**src/rtl/warith_pkg.sv**
```systemverilog
package warith_pkg;

   typedef enum logic [2:0] {
      OP_ADDW = 3'd0,
      OP_SUBW = 3'd1,
      OP_CMPW = 3'd2,
      OP_INCB = 3'd3,
      OP_DECB = 3'd4,
      OP_INCW = 3'd5,
      OP_DECW = 3'd6,
      OP_NONE = 3'd7
   } wop_e;

   typedef struct packed {
      logic z;
      logic ac;
      logic cy;
   } wflags_t;

endpackage

```
**src/rtl/warith_addsub.sv**
```systemverilog
module warith_addsub #(
   parameter int W      = 16,
   parameter int TAP_LO = 3,
   parameter int TAP_HI = 7,
   parameter bit RIPPLE = 1'b1
) (
   input  logic [W-1:0] a_i,
   input  logic [W-1:0] b_i,
   input  logic         sub_i,
   output logic [W-1:0] sum_o,
   output logic         tap_lo_o,
   output logic         tap_hi_o,
   output logic         cout_o
);

   localparam int LO_W = TAP_LO + 2;
   localparam int HI_W = TAP_HI + 2;

   logic [W-1:0] bx;
   assign bx = sub_i ? ~b_i : b_i;

   generate
      if (TAP_LO >= TAP_HI || TAP_HI >= W - 1) begin : g_bad_taps
         $error("warith_addsub: taps must satisfy TAP_LO < TAP_HI < W-1");
      end

      if (RIPPLE) begin : g_ripple
         logic [W:0] c;
         assign c[0] = sub_i;
         for (genvar k = 0; k < W; k++) begin : g_bit
            assign sum_o[k] = a_i[k] ^ bx[k] ^ c[k];
            assign c[k+1]   = (a_i[k] & bx[k]) | (c[k] & (a_i[k] ^ bx[k]));
         end
         assign tap_lo_o = c[TAP_LO+1];
         assign tap_hi_o = c[TAP_HI+1];
         assign cout_o   = c[W];
      end else begin : g_behav
         logic [W:0]    full;
         logic [LO_W-1:0] part_lo;
         logic [HI_W-1:0] part_hi;
         assign full    = {1'b0, a_i} + {1'b0, bx} + {{W{1'b0}}, sub_i};
         assign part_lo = {1'b0, a_i[TAP_LO:0]} + {1'b0, bx[TAP_LO:0]}
                          + {{(LO_W-1){1'b0}}, sub_i};
         assign part_hi = {1'b0, a_i[TAP_HI:0]} + {1'b0, bx[TAP_HI:0]}
                          + {{(HI_W-1){1'b0}}, sub_i};
         assign sum_o    = full[W-1:0];
         assign cout_o   = full[W];
         assign tap_lo_o = part_lo[LO_W-1];
         assign tap_hi_o = part_hi[HI_W-1];
      end
   endgenerate

endmodule

```
**src/rtl/warith_flags.sv**
```systemverilog
module warith_flags
   import warith_pkg::*;
#(
   parameter int WORD_W = 16,
   parameter int BYTE_W = 8
) (
   input  wop_e              op_i,
   input  logic [WORD_W-1:0] sum_i,
   input  logic              tap_lo_i,
   input  logic              tap_hi_i,
   input  logic              cout_i,
   input  wflags_t           flags_i,
   output logic [WORD_W-1:0] res_o,
   output logic              wr_o,
   output wflags_t           flags_o
);

   localparam int UP_W = WORD_W - BYTE_W;

   logic word_zero;
   logic byte_zero;
   assign word_zero = (sum_i == '0);
   assign byte_zero = (sum_i[BYTE_W-1:0] == '0);

   always_comb begin
      res_o   = sum_i;
      wr_o    = 1'b1;
      flags_o = flags_i;
      unique case (op_i)
         OP_ADDW: begin
            flags_o = '{z: word_zero, ac: tap_hi_i, cy: cout_i};
         end
         OP_SUBW: begin
            flags_o = '{z: word_zero, ac: ~tap_hi_i, cy: ~cout_i};
         end
         OP_CMPW: begin
            wr_o    = 1'b0;
            flags_o = '{z: word_zero, ac: ~tap_hi_i, cy: ~cout_i};
         end
         OP_INCB: begin
            res_o   = {{UP_W{1'b0}}, sum_i[BYTE_W-1:0]};
            flags_o = '{z: byte_zero, ac: tap_lo_i, cy: flags_i.cy};
         end
         OP_DECB: begin
            res_o   = {{UP_W{1'b0}}, sum_i[BYTE_W-1:0]};
            flags_o = '{z: byte_zero, ac: ~tap_lo_i, cy: flags_i.cy};
         end
         OP_INCW, OP_DECW: begin
            flags_o = flags_i;
         end
         default: begin
            res_o = '0;
            wr_o  = 1'b0;
         end
      endcase
   end

endmodule

```
**src/rtl/warith_unit.sv**
```systemverilog
module warith_unit
   import warith_pkg::*;
#(
   parameter int WORD_W = 16,
   parameter int BYTE_W = 8,
   parameter bit RIPPLE = 1'b1
) (
   input  logic              clk,
   input  logic              rst_n,
   input  logic              start_i,
   input  logic [2:0]        op_i,
   input  logic [WORD_W-1:0] pair_i,
   input  logic [WORD_W-1:0] imm_i,
   input  logic [BYTE_W-1:0] byte_i,
   input  logic              z_i,
   input  logic              ac_i,
   input  logic              cy_i,
   output logic [WORD_W-1:0] result_o,
   output logic              wr_en_o,
   output logic              z_o,
   output logic              ac_o,
   output logic              cy_o,
   output logic              done_o
);

   localparam int UP_W   = WORD_W - BYTE_W;
   localparam int TAP_LO = BYTE_W / 2 - 1;
   localparam int TAP_HI = BYTE_W - 1;

   generate
      if (WORD_W != 2 * BYTE_W || BYTE_W < 4) begin : g_bad_width
         $error("warith_unit: WORD_W must be twice BYTE_W and BYTE_W >= 4");
      end
   endgenerate

   wop_e              op;
   logic [WORD_W-1:0] opa, opb;
   logic              do_sub;
   logic [WORD_W-1:0] sum;
   logic              tap_lo, tap_hi, cout;
   logic [WORD_W-1:0] res_n;
   logic              wr_n;
   wflags_t           flags_in, flags_n, flags_q;

   assign op       = wop_e'(op_i);
   assign flags_in = '{z: z_i, ac: ac_i, cy: cy_i};

   always_comb begin
      opa    = pair_i;
      opb    = imm_i;
      do_sub = 1'b0;
      unique case (op)
         OP_ADDW: ;
         OP_SUBW, OP_CMPW: do_sub = 1'b1;
         OP_INCB: begin
            opa = {{UP_W{1'b0}}, byte_i};
            opb = WORD_W'(1);
         end
         OP_DECB: begin
            opa    = {{UP_W{1'b0}}, byte_i};
            opb    = WORD_W'(1);
            do_sub = 1'b1;
         end
         OP_INCW: opb = WORD_W'(1);
         OP_DECW: begin
            opb    = WORD_W'(1);
            do_sub = 1'b1;
         end
         default: ;
      endcase
   end

   warith_addsub #(
      .W      (WORD_W),
      .TAP_LO (TAP_LO),
      .TAP_HI (TAP_HI),
      .RIPPLE (RIPPLE)
   ) adder_i (
      .a_i      (opa),
      .b_i      (opb),
      .sub_i    (do_sub),
      .sum_o    (sum),
      .tap_lo_o (tap_lo),
      .tap_hi_o (tap_hi),
      .cout_o   (cout)
   );

   warith_flags #(
      .WORD_W (WORD_W),
      .BYTE_W (BYTE_W)
   ) flags_i (
      .op_i     (op),
      .sum_i    (sum),
      .tap_lo_i (tap_lo),
      .tap_hi_i (tap_hi),
      .cout_i   (cout),
      .flags_i  (flags_in),
      .res_o    (res_n),
      .wr_o     (wr_n),
      .flags_o  (flags_n)
   );

   always_ff @(posedge clk or negedge rst_n) begin
      if (!rst_n) begin
         result_o <= '0;
         flags_q  <= '0;
         wr_en_o  <= 1'b0;
         done_o   <= 1'b0;
      end else begin
         done_o  <= start_i;
         wr_en_o <= start_i & wr_n;
         if (start_i) begin
            result_o <= res_n;
            flags_q  <= flags_n;
         end
      end
   end

   assign z_o  = flags_q.z;
   assign ac_o = flags_q.ac;
   assign cy_o = flags_q.cy;

endmodule

```
**config.mk**
```make
export PLATFORM = sky130hd
export DESIGN_NAME = warith_unit
export DESIGN_NICKNAME = d
export VERILOG_FILES = /design/src/rtl/warith_pkg.sv /design/src/rtl/warith_addsub.sv /design/src/rtl/warith_flags.sv /design/src/rtl/warith_unit.sv
export SDC_FILE = /design/constraint.sdc
export NUM_CORES = 1
export LEC_CHECK = 0
export ABC_CLOCK_PERIOD_IN_PS = 1600
export BUFFER_PORTS_ARGS = -buffer_cell sky130_fd_sc_hd__buf_2
export CORE_MARGIN = 2
export CORE_UTILIZATION = 55
export DETAILED_ROUTE_END_ITERATION = 8
export PLACE_DENSITY = 0.86
export SLEW_MARGIN = 20
export SYNTH_ARGS = -nofsm -noshare
export SYNTH_HDL_FRONTEND = slang
export SYNTH_HIERARCHICAL = 1
export SYNTH_SLANG_ARGS = --single-unit
```
**constraint.sdc**
```tcl
create_clock -name clk -period 1.6 [get_ports clk]
set_input_delay 0.32 -clock clk [delete_from_list [all_inputs] [get_ports clk]]
set_output_delay 0.32 -clock clk [all_outputs]
set_load 0.01 [all_outputs]
```
==> metrics.json, run 1 <==
{
  "floorplan": {
    "number_of_top_level_pins": 70,
    "die_width_um": 66.0,
    "floorplan.initialDensity": 0.573,
    "core-area_sq_um": 3690,
    "die_area_sq_um": 4360,
    "floorplan.die.height_um": 66.0,
    "core.rowCount": 22
  },
  "logic_synthesis": {
    "yosys_most_used_dff": "dfrtp_1",
    "synth_nets": 284,
    "yosysUniqueCellTypes": 33,
    "synth_enable_flop_cells": 0,
    "synthesis.area_per_instance_sq_um": 9.61,
    "synth.yosys.seq_area_share": 0.249,
    "synth_area_sq_um": 2110,
    "async_reset_ff_frac": 1.00,
    "synth_cells": 220,
    "synth-seq-cells": 21,
    "synthesis.yosys.warnings": 6
  },
  "job": {
    "cap_violations": 0
  },
  "placed_design": {
    "postPlaceCellArea_sq_um": 2780,
    "gp_congestion": 0.868,
    "detailed_place_hpwl_um": 3960,
    "numPortBuffers": 69
  },
  "sta": {
    "post-route-min-period_ps": 6540,
    "max-slew-margin-rel": 0.693,
    "final_max_slew_violation_count": 0,
    "setup_viol_count_final": 19,
    "max_slew.worst_pin.slew_ps": 460,
    "rsz0062_at_grt": "yes",
    "final.period_utilization": 4.09,
    "setup_ws_ps": -4940,
    "highest_clock_rate_mhz": 153,
    "skew_ps": 0,
    "hold_viol": 0
  },
  "setup_path": {
    "cp_slowest_stage_delay_ps": 450,
    "critical_path.endpoint_type": "flip-flop",
    "worst-setup-path-type": "input port to flip-flop",
    "critPathArrivalTime_ps": 6750,
    "cpMaxStageDelayCell": "fa_2",
    "critPathMaxFanout": 5,
    "cp_data_required_time_ps": 1810,
    "worstSetupStartpointType": "input port",
    "cpMostUsedCell": "fa_2"
  },
  "layout": {
    "post-route-cell-area_sq_um": 3150,
    "layout.cells.most_common": "buf_2",
    "finish.net_count": 393,
    "layout_common_cells": "buf_2 (66), buf_4 (42), and2_1 (27), dfrtp_1 (21), mux2_2 (17)",
    "final_layout_size_suffix_gt1_frac": 0.640,
    "area.growth.synth_to_final_pct": 49.0,
    "fillers": 195,
    "antenna_cells_inserted": 0
  },
  "global_routing": {
    "grt_first_pass_wirelength_um": 8950,
    "grt_start_max_net_pins": 22,
    "global_route.usage.total": 0.275,
    "grt_overflow_total": 0,
    "first_global_vias": 1936,
    "number_of_antenna_violations_at_the_first_check_in_global_routing": 0
  },
  "cts": {
    "max-clock-path-buffers": 2,
    "clk_pin_slew_ps": 80,
    "h-tree-depth": 1,
    "cts_tree": "built",
    "cts_inserted_buffers": 3,
    "clock_insertion_delay_worst_skew_ps": 260,
    "numClockSinks": 21,
    "cts.root.buffer_cell": "clkbuf_8"
  },
  "power_and_ir_drop": {
    "static-leakage-power_nw": 1.49,
    "design_power_total_mw": 3.05,
    "vdd.ir_drop.worst_uv": 451,
    "power_density_nw_per_um2": 969
  },
  "routing": {
    "detail_route.wl_per_cell_um": 16.5,
    "drt-initial-drc-count": 151,
    "antenna_left": 0,
    "totalWireLength_um": 6200,
    "avgViaCountPerCell": 5.41,
    "drt_pre_antenna_iters": 4,
    "detail_route.drc_violations": 0,
    "route.vias.total": 2033
  },
  "outcome": {
    "violations_in_the_final_reports": "setup timing",
    "status": "finished, violations left"
  },
  "worst_hold_path": {
    "hold_class": "input port to flip-flop"
  }
}
-- cell type report --
| class | instances | area [sq um] | area share |
|---|---|---|---|
| multi-input cells | 160 | 1620 | 0.513 |
| repair buffers | 117 | 806 | 0.256 |
| flip-flops and latches | 21 | 526 | 0.167 |
| inverters | 26 | 97.6 | 0.0310 |
| well taps | 48 | 60.1 | 0.0191 |
| clock buffers | 3 | 41.3 | 0.0131 |
| clock inverters | 1 | 5.00 | 0.00159 |
-- per-stage QoR --
| step | utilization | worst slack [ps] | setup TNS, ps | instances | hold slack [ps] |
|---|---|---|---|---|---|
| after global placement | 0.753 | -5150 | -59580 | 358 | 289 |
| after global routing | 0.854 | -5120 | -55710 | 376 | 416 |
| after detailed placement | 0.753 | -5320 | -61140 | 358 | 287 |
| final | 0.854 | -4940 | -54080 | 376 | 407 |
| after floorplan | - | -4930 | -54820 | 220 | 24.4 |
| after CTS | 0.826 | -4860 | -53060 | 371 | 397 |
-- flip-flops by register name (all words and copies together) (netlist names) --
register,flops
result_o,16
ac_o,1
cy_o,1
done_o,1
wr_en_o,1
z_o,1
-- cell families after synthesis --
kind of cell	count (synthesis)	synth area share
buffers and inverters	39	0.0917
multiplexers	20	0.107
AND/OR/NAND/NOR	75	0.212
AO/OA/AOI/OAI	29	0.105
XOR/XNOR	21	0.0941
flip-flops	21	0.249
adder cells (fa/ha/maj)	15	0.142
-- per-layer routing --
| layer | track usage | vias to the layer above | wire length [um] |
|---|---|---|---|
| li1 | - | 934 | - |
| met1 | 0.335 | 993 | 2400 |
| met3 | 0.0221 | 13 | 289 |
| met5 | 0 | - | 0 |
| met2 | 0.510 | 93 | 3410 |
| met4 | 0.0867 | 0 | 112 |
-- path summary, 6_finish.rpt --
kind / from / to / slack [ps] / depth (start not counted)
hold reg to reg: result_o[2] / result_o[2] / 500 / 1
max in group asynchronous: rst_n / result_o[7] / 740 / 2
hold / removal: start_i / done_o / 410 / 1
setup / recovery: op_i[1] / z_o / -4940 / 31
setup reg to reg: result_o[8] / result_o[8] / 820 / 1
min in group asynchronous: rst_n / wr_en_o / 540 / 2
-- where the power goes --
group / switching [mW] / internal, mW / total (mW)
clock: 0.171 / 0.174 / 0.344
sequential: 0.0947 / 0.721 / 0.816
combinational: 0.878 / 1.01 / 1.89
total: 1.14 / 1.91 / 3.05
-- critical path: cells and delay by family --
kind	cells	cell delay [ps]
adder cells (fa/ha/maj)	15	4680
buffers and inverters	9	700
multiplexers	1	160
AND/OR/NAND/NOR	2	310
AO/OA/AOI/OAI	4	580
-- synth_stat cells (4+ instances only) --
library cell	n	share of area
and2_1	40	0.12
buf_2	6	0.014
dfrtp_1	21	0.25
fa_1	15	0.14
inv_1	26	0.046
mux2_2	20	0.11
nor2_1	11	0.020
nor3b_1	9	0.032
nor4_1	4	0.012
o21ai_0	11	0.026
o221a_2	8	0.043
xnor2_1	11	0.046
xor2_1	8	0.033
-- repair_timing --
item,4_1_cts,5_1_grt
endpoints found under the setup margin,19,19
pin swaps,3,4
hold buffers,1,0
resized for setup,44,16
endpoints found under the hold margin,6,0
setup buffers,7,5
cloned,1,0
No activity file was read; power rests on OpenSTA's default activity.
==> inputs of run 2 (changes only) <==
--- a/config.mk
+++ b/config.mk
@@ -5,14 +5,14 @@
 export SDC_FILE = /design/constraint.sdc
 export NUM_CORES = 1
 export LEC_CHECK = 0
+export ABC_AREA = 1
 export ABC_CLOCK_PERIOD_IN_PS = 1600
 export BUFFER_PORTS_ARGS = -buffer_cell sky130_fd_sc_hd__buf_2
 export CORE_MARGIN = 2
-export CORE_UTILIZATION = 55
+export CORE_UTILIZATION = 52
 export DETAILED_ROUTE_END_ITERATION = 8
-export PLACE_DENSITY = 0.86
+export PLACE_DENSITY = 0.85
 export SLEW_MARGIN = 20
 export SYNTH_ARGS = -nofsm -noshare
 export SYNTH_HDL_FRONTEND = slang
-export SYNTH_HIERARCHICAL = 1
 export SYNTH_SLANG_ARGS = --single-unit
==> metrics.json, run 2 <==
{
  "cts": {
    "total_of_cells_resized_after_clock_tree_synthesis": 48,
    "post-cts-setup-buffers": 61,
    "cts_inserted_buffers": 3,
    "h-tree-depth": 1,
    "cts.root.buffer_cell": "clkbuf_4",
    "numClockSinks": 21,
    "hold_buffers": 1,
    "max-clock-path-buffers": 2
  },
  "floorplan": {
    "floorplan.initialDensity": 0.556,
    "number_of_top_level_pins": 70,
    "floorplan.die.height_um": 61.6,
    "die_width_um": 61.6,
    "core.rowCount": 20
  },
  "logic_synthesis": {
    "synthesis.area_per_instance_sq_um": 7.60,
    "yosysTopAreaCellShare": 0.305,
    "yosys_most_used_dff": "dfrtp_1",
    "async_reset_ff_frac": 1.00,
    "synth_nets": 291,
    "synth_cells": 227,
    "synth.area.top_cells": "dfrtp_1 (30%), nand2_1 (19%), fa_1 (17%)",
    "synth.yosys.seq_area_share": 0.305,
    "synth_area_sq_um": 1730,
    "synthesis.yosys.warnings": 0,
    "synth_top_cells_by_count": "nand2_1 (86), inv_1 (23), dfrtp_1 (21), nor2_1 (16), fa_1 (15)",
    "synth-seq-cells": 21,
    "yosysUniqueCellTypes": 24,
    "synth_enable_flop_cells": 0,
    "dominant_cell_by_count_in_the_synthesized_netlist": "nand2_1",
    "netlist.top_cell.by_area": "dfrtp_1"
  },
  "outcome": {
    "lastStage": "clock tree synthesis (4_1_cts)",
    "status": "stopped before the end",
    "flow.first_error": "[ERROR DPL-0033] detailed placement checks failed during check placement."
  },
  "placed_design": {
    "numPortBuffers": 69,
    "gp_congestion": 0.894,
    "dp_slack_ps": -5370,
    "detailed_place_hpwl_um": 3750
  }
}
==> run 2: stage by stage <==
step                      cell area (sq um)  setup TNS [ps]  hold slack [ps]   util  std cells
after floorplan                        1840          -53760             24.4      -        227
after global placement                 2460          -56590              280  0.793        369
after detailed placement               2460          -58370              282  0.793        369
==> run 2: kinds of logic after synthesis <==
| logic type | Yosys count | share of synthesized area |
|---|---|---|
| adders and majority gates | 15 | 0.174 |
| buffers and inverters | 33 | 0.0798 |
| DFF | 21 | 0.305 |
| xor gates and xnor gates | 15 | 0.0761 |
| AOI/OAI and AO/OA | 28 | 0.102 |
| and+or+nand+nor | 115 | 0.264 |
==> inputs of run 3 (changes only) <==
--- a/config.mk
+++ b/config.mk
@@ -9,9 +9,9 @@
 export ABC_CLOCK_PERIOD_IN_PS = 1600
 export BUFFER_PORTS_ARGS = -buffer_cell sky130_fd_sc_hd__buf_2
 export CORE_MARGIN = 2
-export CORE_UTILIZATION = 52
+export CORE_UTILIZATION = 40
 export DETAILED_ROUTE_END_ITERATION = 8
-export PLACE_DENSITY = 0.85
+export PLACE_DENSITY_LB_ADDON = 0.15
 export SLEW_MARGIN = 20
 export SYNTH_ARGS = -nofsm -noshare
 export SYNTH_HDL_FRONTEND = slang
==> metrics.json, run 3 <==
{
  "routing": {
    "route.met2.wl_um": 2310,
    "antenna_left": 0,
    "detail_route.drc_violations": 0,
    "maxUsedRoutingLayer": "met4",
    "drt-initial-drc-count": 92,
    "post_route_met1_wirelength_um": 2240,
    "route.vias.total": 1786,
    "totalWireLength_um": 4820,
    "detail_route.wl_per_cell_um": 12.4,
    "avgViaCountPerCell": 4.60,
    "wl_met3_um": 192,
    "drt_pre_antenna_iters": 4
  },
  "layout": {
    "layout.cells.most_common": "nand2_1",
    "utilization": 0.684,
    "final_cells": 388,
    "finish.net_count": 403,
    "post-route-cell-area_sq_um": 2790,
    "antenna_cells_inserted": 0,
    "largest_register_ffs": 16,
    "layout_common_cells": "nand2_1 (74), buf_2 (66), buf_4 (30), dfrtp_1 (21), buf_6 (18)",
    "top_register": "result_o",
    "final_layout_size_suffix_gt1_frac": 0.521,
    "area.growth.synth_to_final_pct": 61.9
  },
  "placed_design": {
    "numPortBuffers": 69,
    "postPlaceCellArea_sq_um": 2460,
    "place.detailed.instances": 374,
    "dp_slack_ps": -5340,
    "gp_congestion": 0.801,
    "detailed_place_hpwl_um": 3620
  },
  "setup_path": {
    "launch_point_of_the_worst_reg_to_reg_path": "result_o[1]",
    "r2r_end": "result_o[1]",
    "worst-setup-path-type": "input port to flip-flop",
    "worstSetupStartpointType": "input port",
    "cp_num_cells": 30,
    "critPathMaxFanout": 5,
    "cp.buffers_inverters": 3,
    "critical_path.endpoint_type": "flip-flop",
    "cp_slowest_stage_delay_ps": 410,
    "register_to_register_path_depth": 1,
    "setup.worst_path.start": "op_i[0]",
    "cpMaxStageDelayCell": "fa_2",
    "r2r_slack_ps": 890,
    "cpMostUsedCell": "fa_2",
    "cp_data_required_time_ps": 1790,
    "critPathCapture": "z_o",
    "critical_path.top_delay_family": "adder cells",
    "critPathArrivalTime_ps": 6770
  },
  "floorplan": {
    "die_area_sq_um": 4850,
    "die_width_um": 69.7,
    "number_of_top_level_pins": 70,
    "floorplan.die.height_um": 69.7,
    "core.rowCount": 23,
    "core-area_sq_um": 4090,
    "floorplan.initialDensity": 0.422
  },
  "global_routing": {
    "number_of_antenna_violations_at_the_first_check_in_global_routing": 0,
    "first_global_vias": 1703,
    "grt_first_pass_wirelength_um": 7650,
    "grt_overflow_total": 0,
    "global_route.usage.total": 0.193,
    "grt_start_max_net_pins": 23
  },
  "sta": {
    "setup_viol_count_final": 18,
    "rsz0062_at_grt": "yes",
    "highest_clock_rate_mhz": 152,
    "fin_worst_hold_slack_ps": -6.96,
    "skew_ps": 0,
    "final.period_utilization": 4.11,
    "post-route-min-period_ps": 6580,
    "max-slew-margin-rel": 0.502,
    "max_slew.worst_pin.slew_ps": 746,
    "setup_ws_ps": -4980,
    "hold_viol": 10,
    "final_max_slew_violation_count": 0,
    "timing.setup.tns_ps": -50840
  },
  "logic_synthesis": {
    "netlist.top_cell.by_area": "dfrtp_1",
    "async_reset_ff_frac": 1.00,
    "yosys_most_used_dff": "dfrtp_1",
    "synth_enable_flop_cells": 0,
    "synth_cells": 227,
    "synthesis.area_per_instance_sq_um": 7.60,
    "synthesis.yosys.warnings": 0,
    "synth_top_cells_by_count": "nand2_1 (86), inv_1 (23), dfrtp_1 (21), nor2_1 (16), fa_1 (15)",
    "yosysTopAreaCellShare": 0.305,
    "yosysUniqueCellTypes": 24,
    "synth_nets": 291,
    "dominant_cell_by_count_in_the_synthesized_netlist": "nand2_1",
    "synth_area_sq_um": 1730,
    "synth.area.top_cells": "dfrtp_1 (30%), nand2_1 (19%), fa_1 (17%)",
    "synth-seq-cells": 21,
    "synth.yosys.seq_area_share": 0.305
  },
  "power_and_ir_drop": {
    "vdd.ir_drop.worst_uv": 417,
    "design_power_total_mw": 2.77,
    "power_density_nw_per_um2": 992,
    "static-leakage-power_nw": 1.45
  },
  "cts": {
    "clk_pin_slew_ps": 70,
    "numClockSinks": 21,
    "h-tree-depth": 1,
    "max-clock-path-buffers": 2,
    "cts_inserted_buffers": 3,
    "clock_insertion_delay_worst_skew_ps": 260,
    "cts_tree": "built",
    "cts.root.buffer_cell": "clkbuf_8"
  },
  "worst_hold_path": {
    "hold_class": "input port to asynchronous set/reset pin"
  },
  "job": {
    "cap_violations": 0
  },
  "outcome": {
    "status": "finished, violations left",
    "violations_in_the_final_reports": "hold timing, setup timing"
  }
}
[run 3: power breakdown]
group	switching (mW)	internal (mW)
combinational	0.793	0.919
sequential	0.0606	0.659
clock	0.163	0.177
total	1.02	1.76
[run 3: logic make-up after synthesis]
logic type	share of synthesized area
DFF	0.305
adders and majority gates	0.174
and+or+nand+nor	0.264
buffers and inverters	0.0798
AOI/OAI and AO/OA	0.102
xor gates and xnor gates	0.0761
[run 3: timing repair]
item,4_1_cts,5_1_grt
endpoints found under the hold margin,0,0
endpoints found under the setup margin,18,18
pin swaps,8,11
buffers inserted,7,9
hold buffers,0,0
resized for setup,28,33
[run 3: how the worst min path moves through the flow]
stage	from	endpoint
CTS	rst_n	result_o[7]
floorplan	rst_n	ac_o
detailed placement	rst_n	result_o[0]
global placement	rst_n	result_o[0]
finish	rst_n	result_o[0]
global route	rst_n	result_o[0]
[run 3: routing by layer]
metal  global-route usage  vias up
li1                     -      922
met1                0.268      806
met2                0.316       51
met3               0.0145        7
met4               0.0726        0
met5                    0        -
[run 3: layout make-up]
cell class	count	area [sq um]
multi-input cells	173	1280
clock buffers	4	45.0
well taps	50	62.6
repair buffers	115	778
fillers	342	1290
flip-flops and latches	21	526
inverters	25	105
==> inputs of run 4 (changes only) <==
--- a/config.mk
+++ b/config.mk
@@ -11,7 +11,7 @@
 export CORE_MARGIN = 2
 export CORE_UTILIZATION = 40
 export DETAILED_ROUTE_END_ITERATION = 8
-export PLACE_DENSITY_LB_ADDON = 0.15
+export PLACE_DENSITY = 0.68
 export SLEW_MARGIN = 20
 export SYNTH_ARGS = -nofsm -noshare
 export SYNTH_HDL_FRONTEND = slang
==> metrics.json, run 4 (same netlist as run 3, synthesis figures left out) <==
{
  "setup_path": {
    "critPathMaxFanout": 5,
    "critical_path.top_delay_family": "adder cells",
    "critPathArrivalTime_ps": 6610,
    "worstSetupStartpointType": "input port",
    "r2r_slack_ps": 860,
    "cpMaxStageDelayCell": "fa_2",
    "cp_data_required_time_ps": 1800,
    "cpMostUsedCell": "fa_2",
    "critical_path.endpoint_type": "flip-flop",
    "cp.buffers_inverters": 3,
    "worst-setup-path-type": "input port to flip-flop",
    "cp_slowest_stage_delay_ps": 420
  },
  "cts": {
    "clk_pin_slew_ps": 70,
    "cts_inserted_buffers": 3,
    "cts_tree": "built",
    "h-tree-depth": 1,
    "clock_insertion_delay_worst_skew_ps": 260,
    "numClockSinks": 21,
    "max-clock-path-buffers": 2,
    "cts.root.buffer_cell": "clkbuf_8"
  },
  "layout": {
    "area.growth.synth_to_final_pct": 56.4,
    "final_cells": 386,
    "layout.cells.most_common": "nand2_1",
    "finish.net_count": 401,
    "layout_common_cells": "nand2_1 (77), buf_2 (66), buf_4 (41), dfrtp_1 (21), inv_1 (20)",
    "top_register": "result_o",
    "post-route-cell-area_sq_um": 2700,
    "antenna_cells_inserted": 0,
    "final_layout_size_suffix_gt1_frac": 0.482,
    "largest_register_ffs": 16
  },
  "sta": {
    "highest_clock_rate_mhz": 156,
    "final.period_utilization": 4.01,
    "rsz0062_at_grt": "yes",
    "max_slew.worst_pin.slew_ps": 793,
    "post-route-min-period_ps": 6410,
    "hold_viol": 0,
    "setup_ws_ps": -4810,
    "final_max_slew_violation_count": 0,
    "skew_ps": 0,
    "max-slew-margin-rel": 0.471,
    "setup_viol_count_final": 18
  },
  "floorplan": {
    "floorplan.die.height_um": 69.7,
    "die_area_sq_um": 4850,
    "number_of_top_level_pins": 70,
    "core-area_sq_um": 4090,
    "core.rowCount": 23,
    "die_width_um": 69.7,
    "floorplan.initialDensity": 0.422
  },
  "placed_design": {
    "dp_slack_ps": -5330,
    "numPortBuffers": 69,
    "detailed_place_hpwl_um": 3690,
    "place.detailed.instances": 377,
    "gp_congestion": 0.844,
    "postPlaceCellArea_sq_um": 2480
  },
  "global_routing": {
    "first_global_vias": 1689,
    "number_of_antenna_violations_at_the_first_check_in_global_routing": 0,
    "grt_start_max_net_pins": 23,
    "global_route.usage.total": 0.189,
    "grt_overflow_total": 0,
    "grt_first_pass_wirelength_um": 7490
  },
  "routing": {
    "drt-initial-drc-count": 100,
    "drt_pre_antenna_iters": 4,
    "detail_route.wl_per_cell_um": 11.7,
    "totalWireLength_um": 4530,
    "avgViaCountPerCell": 4.68,
    "detail_route.drc_violations": 0,
    "antenna_left": 0,
    "route.vias.total": 1805
  },
  "outcome": {
    "status": "finished, violations left",
    "violations_in_the_final_reports": "setup timing"
  },
  "power_and_ir_drop": {
    "power_density_nw_per_um2": 939,
    "static-leakage-power_nw": 1.42,
    "design_power_total_mw": 2.53,
    "vdd.ir_drop.worst_uv": 404
  },
  "job": {
    "cap_violations": 0
  },
  "worst_hold_path": {
    "hold_class": "input port to flip-flop"
  }
}
run 4: changes by cell type in the layout (fill, tap and decap cells not counted), sizes merged:
| cell | change |
|---|---|
| buf | -3 |
| clkbuf | -1 |
| clkinv | +1 |
| dlygate4sd3 | +1 |
run 4: power by group:
group | switching (mW) | internal [mW]
registers | 0.0656 | 0.659
clock network | 0.174 | 0.174
logic | 0.711 | 0.752
run 4: through the flow:
stage                util  hold WS, ps  setup TNS (ps)
finish              0.660          364          -48970
global route        0.660          382          -51740
CTS                 0.646          349          -49020
detailed placement  0.607          289          -57650
global placement    0.607          289          -56870
floorplan               -         24.4          -53760
run 4: area by class of cell:
class                      count  area (sq um)
clock buffer                   3          41.3
fill                         358          1390
sequential                    21           526
clock inverter                 1          5.00
tap                           50          62.6
timing repair buffer         113           708
multi-input combinational    173          1250
inverter                      25           105
run 4: repair_timing:
item | CTS | global route
hold buffers | 1 | 0
endpoints found under the setup margin | 18 | 18
gates resized for setup | 20 | 12
endpoints found under the hold margin | 5 | 0
pin swaps | 6 | 2
buffers inserted | 3 | 1
run 4: path summary, 6_finish.rpt:
kind	from	end	cells after the start
min in group asynchronous	rst_n	result_o[15]	2
worst max-delay path	op_i[0]	z_o	32
worst max register to register	result_o[2]	result_o[2]	1
max in group asynchronous	rst_n	cy_o	2
worst min register to register	result_o[4]	result_o[4]	2
worst min-delay path	start_i	done_o	2
run 4: layer usage:
| layer | vias up | wire (um) | track usage |
|---|---|---|---|
| li1 | 916 | - | - |
| met1 | 811 | 1970 | 0.250 |
| met2 | 69 | 2240 | 0.327 |
| met3 | 9 | 237 | 0.0174 |
| met4 | 0 | 85 | 0.0577 |
| met5 | - | 0 | 0 |
